==> src/rtl/ctr_pkg.sv <==
package ctr_pkg;
  typedef enum logic [2:0] {
    MODE_TC       = 3'd0,
    MODE_ONESHOT  = 3'd1,
    MODE_RATE     = 3'd2,
    MODE_SQUARE   = 3'd3,
    MODE_SWSTROBE = 3'd4,
    MODE_HWSTROBE = 3'd5
  } ctr_mode_e;

  function automatic ctr_mode_e decode_mode(input logic [2:0] code);
    if (code[2:1] == 2'b11) return ctr_mode_e'({1'b0, code[1:0]});
    return ctr_mode_e'(code);
  endfunction
endpackage

==> src/rtl/ctr_gate_edge.sv <==
module ctr_gate_edge (
  input  logic clk_i,
  input  logic rst_ni,
  input  logic sample_i,
  input  logic gate_i,
  output logic rise_o
);
  logic gate_q;

  always_ff @(posedge clk_i or negedge rst_ni) begin
    if (!rst_ni)       gate_q <= 1'b0;
    else if (sample_i) gate_q <= gate_i;
  end

  assign rise_o = sample_i & gate_i & ~gate_q;
endmodule

==> src/rtl/ctr_datapath.sv <==
module ctr_datapath #(
  parameter int W = 16
) (
  input  logic         clk_i,
  input  logic         rst_ni,
  input  logic [W-1:0] init_i,
  input  logic         load_i,
  input  logic         dec_i,
  output logic [W-1:0] count_o,
  output logic         is_one_o,
  output logic         at_half_o
);
  localparam int EW = W + 1;

  logic [W-1:0]  count_q;
  logic [EW-1:0] n_eff, half;

  // zero count stands for 2^W
  assign n_eff = (init_i == '0) ? {1'b1, {W{1'b0}}} : {1'b0, init_i};
  assign half  = n_eff >> 1;

  always_ff @(posedge clk_i or negedge rst_ni) begin
    if (!rst_ni)     count_q <= '0;
    else if (load_i) count_q <= init_i;
    else if (dec_i)  count_q <= count_q - 1'b1;
  end

  assign count_o   = count_q;
  assign is_one_o  = (count_q == W'(1));
  assign at_half_o = ({1'b0, count_q} == half + EW'(1));
endmodule

==> src/rtl/ctr_ctl.sv <==
module ctr_ctl
  import ctr_pkg::*;
(
  input  ctr_mode_e mode_i,
  input  logic      tick_i,
  input  logic      gate_i,
  input  logic      rise_i,
  input  logic      pend_i,
  input  logic      have_i,
  input  logic      armed_i,
  input  logic      out_i,
  input  logic      is_one_i,
  input  logic      at_half_i,
  output logic      load_o,
  output logic      dec_o,
  output logic      out_o,
  output logic      armed_o,
  output logic      pend_clr_o
);
  logic run, trg;

  assign run = have_i & ~pend_i;
  assign trg = rise_i & have_i;

  always_comb begin
    load_o     = 1'b0;
    dec_o      = 1'b0;
    out_o      = out_i;
    armed_o    = armed_i;
    pend_clr_o = 1'b0;
    if (tick_i) begin
      case (mode_i)
        MODE_TC: begin
          if (pend_i) begin
            load_o = 1'b1; pend_clr_o = 1'b1;
          end else if (run && gate_i) begin
            dec_o = 1'b1;
            if (is_one_i) out_o = 1'b1;
          end
        end
        MODE_ONESHOT: begin
          if (trg) begin
            load_o = 1'b1; out_o = 1'b0; armed_o = 1'b1;
          end else begin
            dec_o = 1'b1;
            if (is_one_i && armed_i) begin
              out_o = 1'b1; armed_o = 1'b0;
            end
          end
        end
        MODE_RATE: begin
          out_o = 1'b1;
          if (pend_i || trg) begin
            load_o = 1'b1; pend_clr_o = 1'b1;
          end else if (run && gate_i) begin
            if (is_one_i) begin
              load_o = 1'b1; out_o = 1'b0;
            end else dec_o = 1'b1;
          end
        end
        MODE_SQUARE: begin
          if (pend_i || trg) begin
            load_o = 1'b1; pend_clr_o = 1'b1; out_o = 1'b1;
          end else if (run && gate_i) begin
            if (is_one_i) begin
              load_o = 1'b1; out_o = 1'b1;
            end else begin
              dec_o = 1'b1;
              if (at_half_i) out_o = 1'b0;
            end
          end
        end
        MODE_SWSTROBE: begin
          out_o = 1'b1;
          if (pend_i) begin
            load_o = 1'b1; pend_clr_o = 1'b1; armed_o = 1'b1;
          end else if (run && gate_i) begin
            dec_o = 1'b1;
            if (is_one_i && armed_i) begin
              out_o = 1'b0; armed_o = 1'b0;
            end
          end
        end
        MODE_HWSTROBE: begin
          out_o = 1'b1;
          if (trg) begin
            load_o = 1'b1; armed_o = 1'b1;
          end else begin
            dec_o = 1'b1;
            if (is_one_i && armed_i) begin
              out_o = 1'b0; armed_o = 1'b0;
            end
          end
        end
        default: ;
      endcase
    end
    // gate low forces high in periodic modes, enabled or not
    if ((mode_i == MODE_RATE || mode_i == MODE_SQUARE) && !gate_i) out_o = 1'b1;
  end
endmodule

==> src/rtl/prog_down_counter.sv <==
module prog_down_counter
  import ctr_pkg::*;
#(
  parameter int W = 16
) (
  input  logic         clk_i,
  input  logic         rst_ni,
  input  logic         cnt_en_i,
  input  logic         gate_i,
  input  logic [2:0]   mode_i,
  input  logic [W-1:0] count_i,
  input  logic         ctrl_wr_i,
  input  logic         count_wr_i,
  output logic         out_o,
  output logic [W-1:0] count_o
);
  ctr_mode_e    mode_q;
  logic [W-1:0] init_q;
  logic         out_q, armed_q, pend_q, have_q;
  logic         tick, rise, load, dec, is_one, at_half;
  logic         out_nxt, armed_nxt, pend_clr;

  assign tick = cnt_en_i & ~ctrl_wr_i & ~count_wr_i;

  ctr_gate_edge u_edge (
    .clk_i   (clk_i),
    .rst_ni  (rst_ni),
    .sample_i(cnt_en_i),
    .gate_i  (gate_i),
    .rise_o  (rise)
  );

  ctr_ctl u_ctl (
    .mode_i    (mode_q),
    .tick_i    (tick),
    .gate_i    (gate_i),
    .rise_i    (rise),
    .pend_i    (pend_q),
    .have_i    (have_q),
    .armed_i   (armed_q),
    .out_i     (out_q),
    .is_one_i  (is_one),
    .at_half_i (at_half),
    .load_o    (load),
    .dec_o     (dec),
    .out_o     (out_nxt),
    .armed_o   (armed_nxt),
    .pend_clr_o(pend_clr)
  );

  ctr_datapath #(.W(W)) u_dp (
    .clk_i    (clk_i),
    .rst_ni   (rst_ni),
    .init_i   (init_q),
    .load_i   (load),
    .dec_i    (dec),
    .count_o  (count_o),
    .is_one_o (is_one),
    .at_half_o(at_half)
  );

  always_ff @(posedge clk_i or negedge rst_ni) begin
    if (!rst_ni) begin
      mode_q  <= MODE_TC;
      init_q  <= '0;
      out_q   <= 1'b1;
      armed_q <= 1'b0;
      pend_q  <= 1'b0;
      have_q  <= 1'b0;
    end else if (ctrl_wr_i) begin
      mode_q  <= decode_mode(mode_i);
      out_q   <= (mode_i != 3'd0);
      armed_q <= 1'b0;
      pend_q  <= 1'b0;
      have_q  <= 1'b0;
    end else if (count_wr_i) begin
      init_q <= count_i;
      pend_q <= 1'b1;
      have_q <= 1'b1;
      if (mode_q == MODE_TC) out_q <= 1'b0;
    end else begin
      out_q   <= out_nxt;
      armed_q <= armed_nxt;
      if (pend_clr) pend_q <= 1'b0;
    end
  end

  assign out_o = out_q;
endmodule

==> config.mk <==
export PLATFORM = sky130hd
export DESIGN_NAME = prog_down_counter
export DESIGN_NICKNAME = d
export VERILOG_FILES = /design/src/rtl/ctr_pkg.sv /design/src/rtl/ctr_gate_edge.sv /design/src/rtl/ctr_datapath.sv /design/src/rtl/ctr_ctl.sv /design/src/rtl/prog_down_counter.sv
export SDC_FILE = /design/constraint.sdc
export NUM_CORES = 1
export LEC_CHECK = 0
export CAP_MARGIN = 10
export CORE_UTILIZATION = 49
export DETAILED_ROUTE_END_ITERATION = 8
export DONT_BUFFER_PORTS = 1
export GPL_TIMING_DRIVEN = 0
export MAX_ROUTING_LAYER = met4
export SLEW_MARGIN = 20
export SYNTH_ARGS = -nofsm -noshare
export SYNTH_HDL_FRONTEND = slang
export SYNTH_SLANG_ARGS = --single-unit
==> constraint.sdc <==
create_clock -name clk_i -period 4.65 [get_ports clk_i]
set_clock_uncertainty 0.1 [all_clocks]
set_input_delay 0.465 -clock clk_i [delete_from_list [all_inputs] [get_ports clk_i]]
set_output_delay 0.465 -clock clk_i [all_outputs]
set_load 0.02 [all_outputs]
# Yosys cells after proc, flatten, opt, wreduce, memory -nomap -nowiden
# Cells that the tools add are included.
[word_totals]
regBits = 40
inputBits = 25
out_inout_bits = 17
[op_classes]
n_addsub = 2
eq_ne = 17
muxes = 59
n_bitwise = 10
n_reduce_logical = 22
[op_table]
columns = ["cell", "count"]
rows = [
  ["$mux 1", 49],
  ["$mux 16", 2],
  ["$add 16x1->17 const B", 1],
  ["$eq 16x17->1", 1],
  ["$mux 17", 1],
  ["$eq 16x1->1 const B", 1],
  ["$logic_not 16->1", 1],
  ["$sub 16x1->16 const B", 1],
  ["$ne 5x3->1 const B", 2],
  ["$reduce_and 9->1", 1],
  ["$reduce_bool 3->1", 3],
  ["$reduce_bool 8->1", 1],
  ["$ne 7x5->1 const B", 1],
  ["$and 1x1->1", 6],
  ["$eq 3x2->1 const B", 2],
  ["$eq 3x3->1 const B", 2],
  ["$mux 3", 2],
  ["$ne 6x3->1 const B", 1],
  ["$ne 6x4->1 const B", 1],
  ["$pmux 1 s3", 2],
  ["$pmux 1 s6", 1],
  ["$reduce_bool 2->1", 3],
  ["$reduce_or 2->1", 3],
  ["$ne 5x4->1 const B", 1],
  ["other kinds (14)", 21],
]

# Depth between registers and ports, before layout
# Gate-level depths: netlist (run 1).
[logic_depth]
ltp_word = 13
depth_mapped = 10
ltp_nobuf = 9

# By module
# From an unflattened synthesis (run 1), not the netlist that was laid out.
[unflattened]
cells_unflattened = 303
hier_area_um2 = 2777.7
[modules_own_cells]
columns = ["module", "n_inst", "cells_each", "area_per_inst_um2"]
rows = [
  ["ctr_datapath", 1, 191, 1526.5],
  ["prog_down_counter", 1, 61, 917.1],
  ["ctr_ctl", 1, 48, 284.0],
  ["ctr_gate_edge", 1, 3, 50.0],
]

# Least setup slack after synthesis (run 1)
# OpenSTA, ideal clock, no wires.
[synth_timing]
path_kind = "register to register"
start = "register init_q[8]"
end = "register out_q (netlist: out_o)"
arrival_time_ns = 2.123
t_required_ns = 4.472
setup_slack_ns = 2.349
stages_incl_launch_ff = 9
path_buffers = 1
synth_period_minus_slack_ns = 2.301
path_cell_list = "dfrtp_1 buf_2 nand4_4 or3_4 xnor2_1 a2111oi_0 nand4_1 o32a_1 and3_1"
[synth_via]
elab_chain_cells = 6
[synth_rtl]
columns = ["item", "line", "text"]
rows = [
  ["start, declared", "prog_down_counter.sv:18", "logic [W-1:0] init_q;"],
  ["start signal, assigned", "prog_down_counter.sv:77", "init_q <= count_i;"],
  ["$logic_not 16->1", "ctr_datapath.sv:19", "assign n_eff = (init_i == '0) ? {1'b1, {W{1'b0}}} : {1'b0, init_i};"],
  ["$mux 17 (*)", "ctr_datapath.sv:19", ""],
  ["$add 16x1->17 (*)", "ctr_datapath.sv:30", "assign at_half_o = ({1'b0, count_q} == half + EW'(1));"],
  ["$eq 16x17->1 (*)", "ctr_datapath.sv:30", ""],
  ["$ne 7x5->1 (no source line) (*)", "--", ""],
  ["$reduce_and 9->1 (no source line) (*)", "--", ""],
  ["end signal, assigned", "prog_down_counter.sv:72", "out_q <= (mode_i != 3'd0);"],
  ["end signal, assigned", "prog_down_counter.sv:82", "out_q <= out_nxt;"],
  ["end, declared", "prog_down_counter.sv:19", "logic out_q, armed_q, pend_q, have_q;"],
]
# Mark *: on every way between the ends. The rest lies on a longest branch, timed or not.
# A chain may end at the register's enable or synchronous reset.

# Worst setup path in the final report (run 1)
[layout_timing]
start = "register u_dp.count_q[12] (netlist: u_dp.count_o[12])"
end = "register u_dp.count_q[8] (netlist: u_dp.count_o[8])"
[layout_via]
elab_chain_cells = 7
[layout_rtl]
columns = ["item", "line", "text"]
rows = [
  ["start, declared", "ctr_datapath.sv:15", "logic [W-1:0] count_q;"],
  ["start signal, assigned", "ctr_datapath.sv:24", "else if (load_i) count_q <= init_i;"],
  ["start signal, assigned", "ctr_datapath.sv:25", "else if (dec_i) count_q <= count_q - 1'b1;"],
  ["$eq 16x1->1 (*)", "ctr_datapath.sv:29", "assign is_one_o = (count_q == W'(1));"],
  ["$mux 1", "ctr_ctl.sv:56, ctr_ctl.sv:65", ""],
  ["$mux 1", "ctr_ctl.sv:55", "end else if (run && gate_i) begin"],
  ["$mux 1", "ctr_ctl.sv:62", "if (pend_i || trg) begin"],
  ["$pmux 1 s3", "ctr_ctl.sv:32", "case (mode_i)"],
  ["$mux 1", "ctr_ctl.sv:31", "if (tick_i) begin"],
  ["$mux 16 or $reduce_bool 2->1 (tied branches)", "--", ""],
]
# Marked as above.

==> flow_metrics.tcl, run 1 <==
set metrics [dict create \
    status "completed" \
    critPathKind "register to register" \
    initialDrtViolationCount 173 \
    cts.htree.levels 2 \
    firstDrtPassIters 5 \
    clkPwrFrac 0.169 \
    gr-total-overflow 0 \
    ys_seq_area_frac 0.346 \
    rr_worst_depth 9 \
    p_per_area_nw_per_um2 432 \
    max_slew_violation_count 0 \
    finalHoldViolCount 0 \
    yosysUniqueCellTypes 62 \
    crit-reg2reg-launch "u_dp.count_o[12]$_DFFE_PN0P_" \
    antenna_found_initial 0 \
    layout-area-overhead-vs-synth_pct 6.96 \
    yosysMostFrequentCell "dfrtp_1" \
    synth-edff-count 0 \
    die_y_um 78.8 \
    design.portCount 42 \
    power_frac_seq 0.470 \
    timing.critical_path.to_type "register" \
    path_depth 9 \
    cts-root-buf "clkbuf_8" \
    power.share.combinational 0.360 \
    fin_area_um2 3090 \
    post_cts_resize_count 0 \
    timing.critical_path.mode_cell "buf_2" \
    worst_ir_drop_vdd_mv 0.189 \
    rows 27 \
    drv.max_cap_violation_count 0 \
    routedWlPerCell_um 18.1 \
    synthesis.area_per_instance_um2 8.58 \
    postRouteWirelength_um 7560 \
    synth.ff_latch_count 40 \
    floorplan.core_area_um2 5610 \
    hpwlAfterDp_um 5530 \
    nFillCells 544 \
    gr-usage-all-layers 0.265 \
    async_reset_ff_frac 1.00 \
    crit_path_start "u_dp.count_o[12]$_DFFE_PN0P_" \
    fp.dieW_um 78.8 \
    crit_slowest_cell "nor4_1" \
    grt_first_pass_wirelength_um 12400 \
    final_critical_path_setup_slack_ps 1860 \
    syn-num-nets 365 \
    power_after_layout_uw 1340 \
    synthCells 337 \
    crit_end "u_dp.count_o[8]$_DFFE_PN0P_" \
    routed_via_density 6.32 \
    path_max_fanout 10 \
    numCtsBuffers 5 \
    power_report.internal_total_uw 742 \
    power_switching_uw 594 \
    syn-cell-area_um2 2890 \
    floorplan.die_area_um2 6210 \
    cts_tree "done" \
    max_freq_ghz 0.358 \
    port-buffer-count 0 \
    cts.clk_slew.worst_paths_ps 80 \
    regArea_um2 1000 \
    antenna-diode-count 0 \
    relSlewSlack 0.317 \
    yosys-top-cells-count "39 x dfrtp_1, 33 x nor2_1, 24 x a21oi_1, 22 x nand2_1, 21 x o21ai_0" \
    gp_congestion 0.943 \
    netlist_top_cells_area "dfrtp_1 34%, mux2_2 6.2%, nor2_1 4.3%, a21oi_1 4.2%, o21ai_0 3.6%" \
    pin_count_of_the_biggest_net_entering_global_routing 41 \
    worst-slew-pin-transition_ps 1020 \
    r2r_setup_slack_ps 1860 \
    dominantRegCellSynth "dfrtp_1" \
    dp_worst_setup_slack_ps 1900 \
    timing.critical_path.max_delay_family "simple AND/OR/NAND/NOR gates" \
    timing.final.crit_period_ps 2790 \
    setup-violations-final 0 \
    clock_latency_ps 300 \
    min_path_cells 2 \
    yosys.area.top_type "dfrtp_1" \
    worstPathRequired_ps 4700 \
    synth_top_cell_area_share 0.337 \
    fin_nets 374 \
    yosys_warning_count 0 \
    sw_ratio 0.445 \
    rsz0062_at_grt "no" \
    drc 0 \
    multi_input_comb_area_um2 1750 \
    drive_gt1_frac 0.135 \
    start_util 0.516 \
    tritoncts_num_sinks 40 \
    setup_crit_start_kind "register" \
    leakage_uw 0.00115 \
    critical_path.cell_chain "buf_2 -> nor4_1 -> nand4_2 -> o21ai_2 -> and3_1 -> buf_2 -> nor2_1 -> a32oi_1 -> o21ai_0" \
    worst-endpoint-arrival_ps 2850 \
    layout_worst_path_cycle_share 0.601 \
    critical_path.max_stage_delay_ps 500 \
    grt_pass1_vias 2545 \
    ctsLongestPathBuffers 2 \
    placed_cell_area_um2 2980 \
    fin_setup_tns_ps 0 \
    via_count 2649 \
    crit-reg2reg-capture "u_dp.count_o[8]$_DFFE_PN0P_" \
    worst-path-buf-inv 2 \
    min_path_type "input port to register" \
    route.antenna.remaining_nets 0 \
]
==> metal layers <==
layer	vias to the layer above	share of wire	global-route usage
li1	1265	-	-
met3	17	0.070	0.0460
met4	0	0.026	0.124
met2	103	0.46	0.406
met1	1264	0.45	0.341
met5	-	0	-
==> power groups by stage <==
| stage | sequential (µW) | clock (µW) | combinational [µW] |
|---|---|---|---|
| after detailed placement | 634 | 0 | 464 |
| after global routing | 643 | 248 | 537 |
| after floorplan | 592 | 0 | 384 |
| final | 629 | 226 | 481 |
| after global placement | 634 | 0 | 459 |
| after CTS | 628 | 234 | 478 |
==> cells by family (layout without fill, tap and decap cells) <==
logic type | after synthesis | after routing | share of synthesized area
xor+xnor | 18 | 18 | 0.0545
buf+inv | 35 | 45 | 0.0489
mux | 19 | 19 | 0.0727
fa+ha+maj | 3 | 3 | 0.0130
flops | 40 | 40 | 0.346
compound gates | 89 | 89 | 0.202
simple gates | 133 | 133 | 0.263
==> worst min path at each step <==
stage                                 end       start
floorplan             armed_q$_DFFE_PN0P_      rst_ni
global placement    mode_q[0]$_DFFE_PN0P_      rst_ni
detailed placement  mode_q[0]$_DFFE_PN0P_      rst_ni
CTS                 init_q[3]$_DFFE_PN0P_  count_i[3]
global route        init_q[8]$_DFFE_PN0P_  count_i[8]
finish              init_q[3]$_DFFE_PN0P_  count_i[3]
==> through the flow <==
stage	hold slack [ps]	std cells	utilization
after global routing	203	419	0.552
after CTS	181	419	0.552
after detailed placement	70.3	409	0.532
after global placement	70.2	409	0.532
after floorplan	69.4	337	-
final	185	419	0.552
==> registers in the layout, indices dropped and copies added, names as in the netlist <==
name           flops
u_edge.gate_q      1
mode_q             3
out_o              1
u_dp.count_o      16
armed_q            1
init_q            16
pend_q             1
have_q             1
==> layout make-up <==
cell class / count / share of cell area
multi-input cells: 262 / 0.565
flip-flops and latches: 40 / 0.324
plain buffers: 23 / 0.0311
well taps: 72 / 0.0291
clock buffers: 7 / 0.0247
inverters: 12 / 0.0146
repair buffers: 2 / 0.00970
clock inverters: 1 / 0.00162
==> worst reg2reg max path, stage by stage, from the launching register on <==
cell and delay [ps]:
dfrtp_1 460, buf_2 210, nor4_1 500, nand4_2 270, o21ai_2 290, and3_1 210, buf_2 220, nor2_1 100
a32oi_1 180, o21ai_0 110
==> layout by cell type, fill, tap and decap left out, types with 3 or more instances in the layout <==
cell / instances
nor2_1: 33
nand3_1: 11
a31oi_1: 3
mux2_2: 16
nor3b_1: 3
a22oi_1: 4
nand4_1: 6
nor3_1: 11
xor2_1: 6
xnor2_1: 12
o31a_1: 3
buf_2: 7
ha_1: 3
nand2_1: 22
nor2b_1: 9
nand3b_1: 5
mux2i_1: 3
o22ai_1: 5
a21oi_1: 24
nor4_1: 9
dfrtp_1: 39
clkbuf_8: 5
and3_1: 3
clkbuf_1: 17
a211oi_1: 3
nand4b_1: 3
o22a_1: 3
o21ai_0: 21
inv_1: 12
==> timing repair <==
action                    4_1_cts  5_1_grt
hold endpoints to repair       40        0
hold buffers                    2        0
setup buffers                   0        0
(Power assumes the default switching activity.)
==> inputs of run 2 (changes only) <==
Settings changed: PLACE_DENSITY set to 0.66.
Clock period 4.65 ns to 2.45 ns, I/O delays scaled along.
==> run 2 against run 1 <==
  * The run now ends with negative hold slack left
  * Register-to-register slack lost 1800 ps
  * Via count increased by 7.8%
  * Non-clock buffer count grew 41
  * Clock power increased by 110%
  * Highest routed layer unchanged
  * Global-route usage rose by 2.0 points
  * First-iteration DRC count increased by 6.9%
  * Final area rose by 18%
  * Critical path depth is 1 lower
  * Cell count rose by 9.8%
  * Combinational power rose by 130%
  * Sequential power increased by 97%
  * Die area unchanged
==> flow_metrics.tcl, run 2 (same netlist as run 1, synthesis figures left out) <==
set metrics [dict create \
    rsz0062_at_grt "yes" \
    die_y_um 78.8 \
    final_util 0.649 \
    critPathKind "register to register" \
    cts-root-buf "clkbuf_8" \
    cts.htree.levels 2 \
    sw_ratio 0.438 \
    relSlewSlack 0.518 \
    worst-endpoint-arrival_ps 2520 \
    setup_crit_start_kind "register" \
    route.antenna.remaining_nets 0 \
    final_critical_path_setup_slack_ps 57.2 \
    tritoncts_num_sinks 40 \
    timing.critical_path.to_type "register" \
    numCtsBuffers 5 \
    gr-total-overflow 0 \
    routedWlPerCell_um 17.8 \
    p_per_area_nw_per_um2 767 \
    layout_worst_path_cycle_share 0.977 \
    met3WireLength_um 537 \
    hold_slack_ps -2.85 \
    path_max_fanout 4 \
    ctsLongestPathBuffers 2 \
    max_freq_ghz 0.418 \
    pin_count_of_the_biggest_net_entering_global_routing 41 \
    worstPathRequired_ps 2580 \
    gp_congestion 0.868 \
    dr.max_layer_used "met4" \
    worst_ir_drop_vdd_mv 0.405 \
    power_switching_uw 1220 \
    violations "negative hold slack" \
    drive_gt1_frac 0.258 \
    fp.dieW_um 78.8 \
    layout-area-overhead-vs-synth_pct 25.8 \
    clock_latency_ps 300 \
    grt_pass1_vias 2612 \
    dp_worst_setup_slack_ps -344 \
    post_layout_nonfiller_instances 460 \
    design.portCount 42 \
    drc 0 \
    port-buffer-count 0 \
    initialDrtViolationCount 185 \
    cts.clk_slew.worst_paths_ps 80 \
    fin_setup_tns_ps 0 \
    gr-usage-all-layers 0.284 \
    floorplan.die_area_um2 6210 \
    leakage_uw 0.00137 \
    power_after_layout_uw 2790 \
    antenna-diode-count 0 \
    postRouteWirelength_um 8190 \
    setup-violations-final 0 \
    worst-slew-pin-transition_ps 722 \
    via_count 2856 \
    met2_length_um 4000 \
    drv.max_cap_violation_count 0 \
    status "complete, but fails checks" \
    finalHoldViolCount 1 \
    power_frac_seq 0.443 \
    numPlacedInstances 409 \
    met1_length_um 3520 \
    rows 27 \
    clkPwrFrac 0.166 \
    fin_nets 415 \
    grt_first_pass_wirelength_um 13200 \
    start_util 0.516 \
    power.share.combinational 0.390 \
    hpwlAfterDp_um 5490 \
    floorplan.core_area_um2 5610 \
    antenna_found_initial 0 \
    routed_via_density 6.21 \
    firstDrtPassIters 5 \
    layout_commonest_cell "nor2_1" \
    min_path_type "input port to register" \
    power_report.internal_total_uw 1570 \
    max_slew_violation_count 0 \
    cts_tree "done" \
    timing.final.crit_period_ps 2390 \
    layout.cells.most_common_list "32 x nor2_1, 28 x dfrtp_1, 24 x buf_4" \
]
## run 2: repair_timing
item                                    in CTS  in global routing
gates resized for setup                     22                 30
buffers inserted                            12                 12
endpoints found under the setup margin      17                 17
hold endpoints to repair                    59                  1
pin swaps                                   11                  9
hold buffers                                21                  1
## run 2: routing by layer
metal	up-vias	global-route usage
met2	112	0.469
met1	1390	0.364
met3	14	0.0494
met4	0	0.0727
met5	-	-
li1	1340	-
## run 2: stage by stage
stage               cell area, µm²  hold WS, ps
finish                        3640        -2.85
detailed placement            2980         -150
global route                  3640         4.27
floorplan                     2890         -151
global placement              2980         -150
CTS                           3470         1.27
## run 2: area by class of cell
type / instances / area [µm²]
Inverter: 12 / 45.0
Buffer: 20 / 118
Fill cell: 511 / 1970
Timing Repair Buffer: 46 / 410
Sequential cell: 40 / 1020
Tap cell: 72 / 90.1
Clock buffer: 8 / 90.1
Multi-Input combinational cell: 262 / 1870
## run 2: final timing paths
kind,slack [ps],start,endpoint,cells past startpoint
max,60,init_q[8]$_DFFE_PN0P_,out_o$_DFFE_PN1P_,8
min,-3,mode_i[2],mode_q[2]$_DFFE_PN0P_,2
max reg2reg,60,init_q[8]$_DFFE_PN0P_,out_o$_DFFE_PN1P_,8
min reg2reg,440,armed_q$_DFFE_PN0P_,armed_q$_DFFE_PN0P_,2
max in group asynchronous,1680,rst_ni,out_o$_DFFE_PN1P_,2
min in group asynchronous,310,rst_ni,mode_q[2]$_DFFE_PN0P_,2
## run 2: power by group through the flow
stage	clock [µW]	combinational [µW]	sequential [µW]
floorplan	0	730	1120
global placement	0	861	1210
detailed placement	0	881	1210
CTS	474	1020	1220
global route	506	1200	1260
finish	465	1090	1240
## run 2: critical path, stage by stage (launching register included)
cell	delay [ps]
dfrtp_1	350
buf_6	110
nand4_4	110
or3_4	410
xnor2_1	150
a2111oi_2	360
nand4_1	220
o32a_1	360
and3_1	150
==> inputs of run 3 (changes only) <==
Settings changed: CTS_CLUSTER_SIZE set to 24.
Clock period 2.45 ns to 2.15 ns, I/O delays scaled along.
==> run 3 against run 2 <==
  * Total power increased by 20%
  * Largest power group unchanged
  * Wire length increased by 6.9%
  * Sequential power increased by 15%
  * Largest cell class unchanged
  * Combinational power increased by 28%
  * Sequential cell count unchanged
  * Global-route usage increased by 0.49 points
  * The run ends with negative setup slack left
  * Maximum frequency decreased by 2.7%
  * Critical endpoint unchanged
  * Non-clock buffer count increased by 4
  * Critical path type unchanged
==> flow_metrics.tcl, run 3 (same netlist as run 1, synthesis figures left out) <==
set metrics [dict create \
    status "complete, but fails checks" \
    violations "negative setup slack" \
    gp_congestion 0.870 \
    layout-area-overhead-vs-synth_pct 33.5 \
    p_per_area_nw_per_um2 868 \
    rr_worst_depth 9 \
    fin_nets 419 \
    start_util 0.516 \
    multi_input_comb_area_um2 1990 \
    floorplan.core_area_um2 5610 \
    path_max_fanout 3 \
    die_y_um 78.8 \
    gr-usage-all-layers 0.289 \
    gr-total-overflow 0 \
    routed_via_density 6.31 \
    max_freq_ghz 0.407 \
    critical_path.cell_chain "clkbuf_1 -> ha_2 -> nand4_1 -> nor3_2 -> xnor2_1 -> a2111oi_2 -> nand4_1 -> o32a_1 -> and3_1" \
    hold_start "cnt_en_i" \
    worst_ir_drop_vdd_mv 0.478 \
    max_slew_violation_count 0 \
    leakage_uw 0.00142 \
    setup-violations-final 18 \
    floorplan.die_area_um2 6210 \
    routedWlPerCell_um 18.9 \
    layout_commonest_cell "dfrtp_1" \
    tritoncts_num_sinks 40 \
    nFillCells 483 \
    hold-path-endpoint "armed_q$_DFFE_PN0P_" \
    rows 27 \
    crit_slowest_cell "dfrtp_1" \
    worst-endpoint-arrival_ps 2600 \
    path_depth 9 \
    antenna-diode-count 0 \
    drive_gt1_frac 0.304 \
    rsz0062_at_grt "yes" \
    route.antenna.remaining_nets 0 \
    clock_latency_ps 300 \
    firstDrtPassIters 5 \
    min_path_cells 4 \
    crit-reg2reg-launch "init_q[2]$_DFFE_PN0P_" \
    critPathKind "register to register" \
    pin_count_of_the_biggest_net_entering_global_routing 41 \
    cts.htree.levels 2 \
    ctsLongestPathBuffers 2 \
    min_path_type "input port to register" \
    cts_tree "done" \
    drc 0 \
    fp.dieW_um 78.8 \
    postRouteWirelength_um 8750 \
    final_critical_path_setup_slack_ps -309 \
    port-buffer-count 0 \
    grt_pass1_vias 2671 \
    worstPathRequired_ps 2290 \
    power_after_layout_uw 3350 \
    worst-slew-pin-transition_ps 579 \
    timing.final.crit_period_ps 2460 \
    via_count 2927 \
    crit-reg2reg-capture "out_o$_DFFE_PN1P_" \
    finalHoldViolCount 0 \
    worst-path-buf-inv 1 \
    timing.critical_path.to_type "register" \
    grt_first_pass_wirelength_um 13300 \
    timing.critical_path.mode_cell "nand4_1" \
    setup_crit_start_kind "register" \
    initialDrtViolationCount 220 \
    hpwlAfterDp_um 5600 \
    relSlewSlack 0.614 \
    layout_worst_path_cycle_share 1.14 \
    timing.critical_path.max_delay_family "simple AND/OR/NAND/NOR gates" \
    antenna_found_initial 0 \
    cts.clk_slew.worst_paths_ps 80 \
    design.portCount 42 \
    hold_slack_ps 198 \
    critical_path.max_stage_delay_ps 370 \
    drv.max_cap_violation_count 0 \
    numCtsBuffers 5 \
    r2r_setup_slack_ps -310 \
    cts-root-buf "clkbuf_8" \
    regArea_um2 1020 \
    layout.cells.most_common_list "28 x dfrtp_1, 27 x nor2_1, 23 x dlygate4sd3_1" \
]
[run 3: how the worst max path moves through the flow]
stage                                from                 to  slack, ps
global placement    init_q[1]$_DFFE_PN0P_  out_o$_DFFE_PN1P_       -580
floorplan           init_q[1]$_DFFE_PN0P_  out_o$_DFFE_PN1P_       -150
CTS                 init_q[1]$_DFFE_PN0P_  out_o$_DFFE_PN1P_       -290
finish              init_q[2]$_DFFE_PN0P_  out_o$_DFFE_PN1P_       -310
global route        init_q[2]$_DFFE_PN0P_  out_o$_DFFE_PN1P_       -420
detailed placement  init_q[1]$_DFFE_PN0P_  out_o$_DFFE_PN1P_       -600
[run 3: stage by stage]
step | setup slack (ps) | TNS (ps) | utilization | area, µm² | instances
3_5_place_dp | -600 | -7400 | 0.543 | 3040 | 409
6_report | -309 | -3500 | 0.689 | 3860 | 464
5_1_grt | -417 | -5360 | 0.689 | 3860 | 464
2_1_floorplan | -147 | -166 | - | 2950 | 337
3_3_place_gp | -583 | -7050 | 0.543 | 3040 | 409
4_1_cts | -287 | -3490 | 0.643 | 3610 | 457
[run 3: cell type report]
cell class / count / share of cell area
Buffer: 23 / 0.0392
Inverter: 12 / 0.0117
Clock buffer: 8 / 0.0233
Sequential cell: 40 / 0.263
Tap cell: 72 / 0.0233
Timing Repair Buffer: 47 / 0.124
Multi-Input combinational cell: 262 / 0.515
[run 3: where the power goes]
part,internal [µW],total (µW),switching [µW]
sequential,933,1420,488
combinational,675,1400,721
clock,262,533,271
[run 3: worst register-to-register path, delay by kind of cell, from the launching register on]
family	cells	cell delay [ps]
xor gates and xnor gates	1	110
DFF	1	370
buffers and inverters	1	110
adders and majority gates	1	190
and+or+nand+nor	4	830
AOI/OAI and AO/OA	2	680
[run 3: what timing repair did]
item | CTS | global route
hold endpoints to repair | 62 | 0
setup endpoints to repair | 18 | 25
buffers inserted | 15 | 7
pin swaps | 16 | 18
gates resized for setup | 26 | 53
gates cloned | 1 | 2
hold buffers | 24 | 0
[run 3: metal layers]
layer | share of wire | up-vias | GRT usage | routed length [µm]
met5 | 0 | - | - | 0
met4 | 0.015 | 0 | 0.0764 | 127
met3 | 0.068 | 15 | 0.0575 | 592
met2 | 0.50 | 139 | 0.474 | 4340
met1 | 0.42 | 1424 | 0.367 | 3690
li1 | - | 1349 | - | -
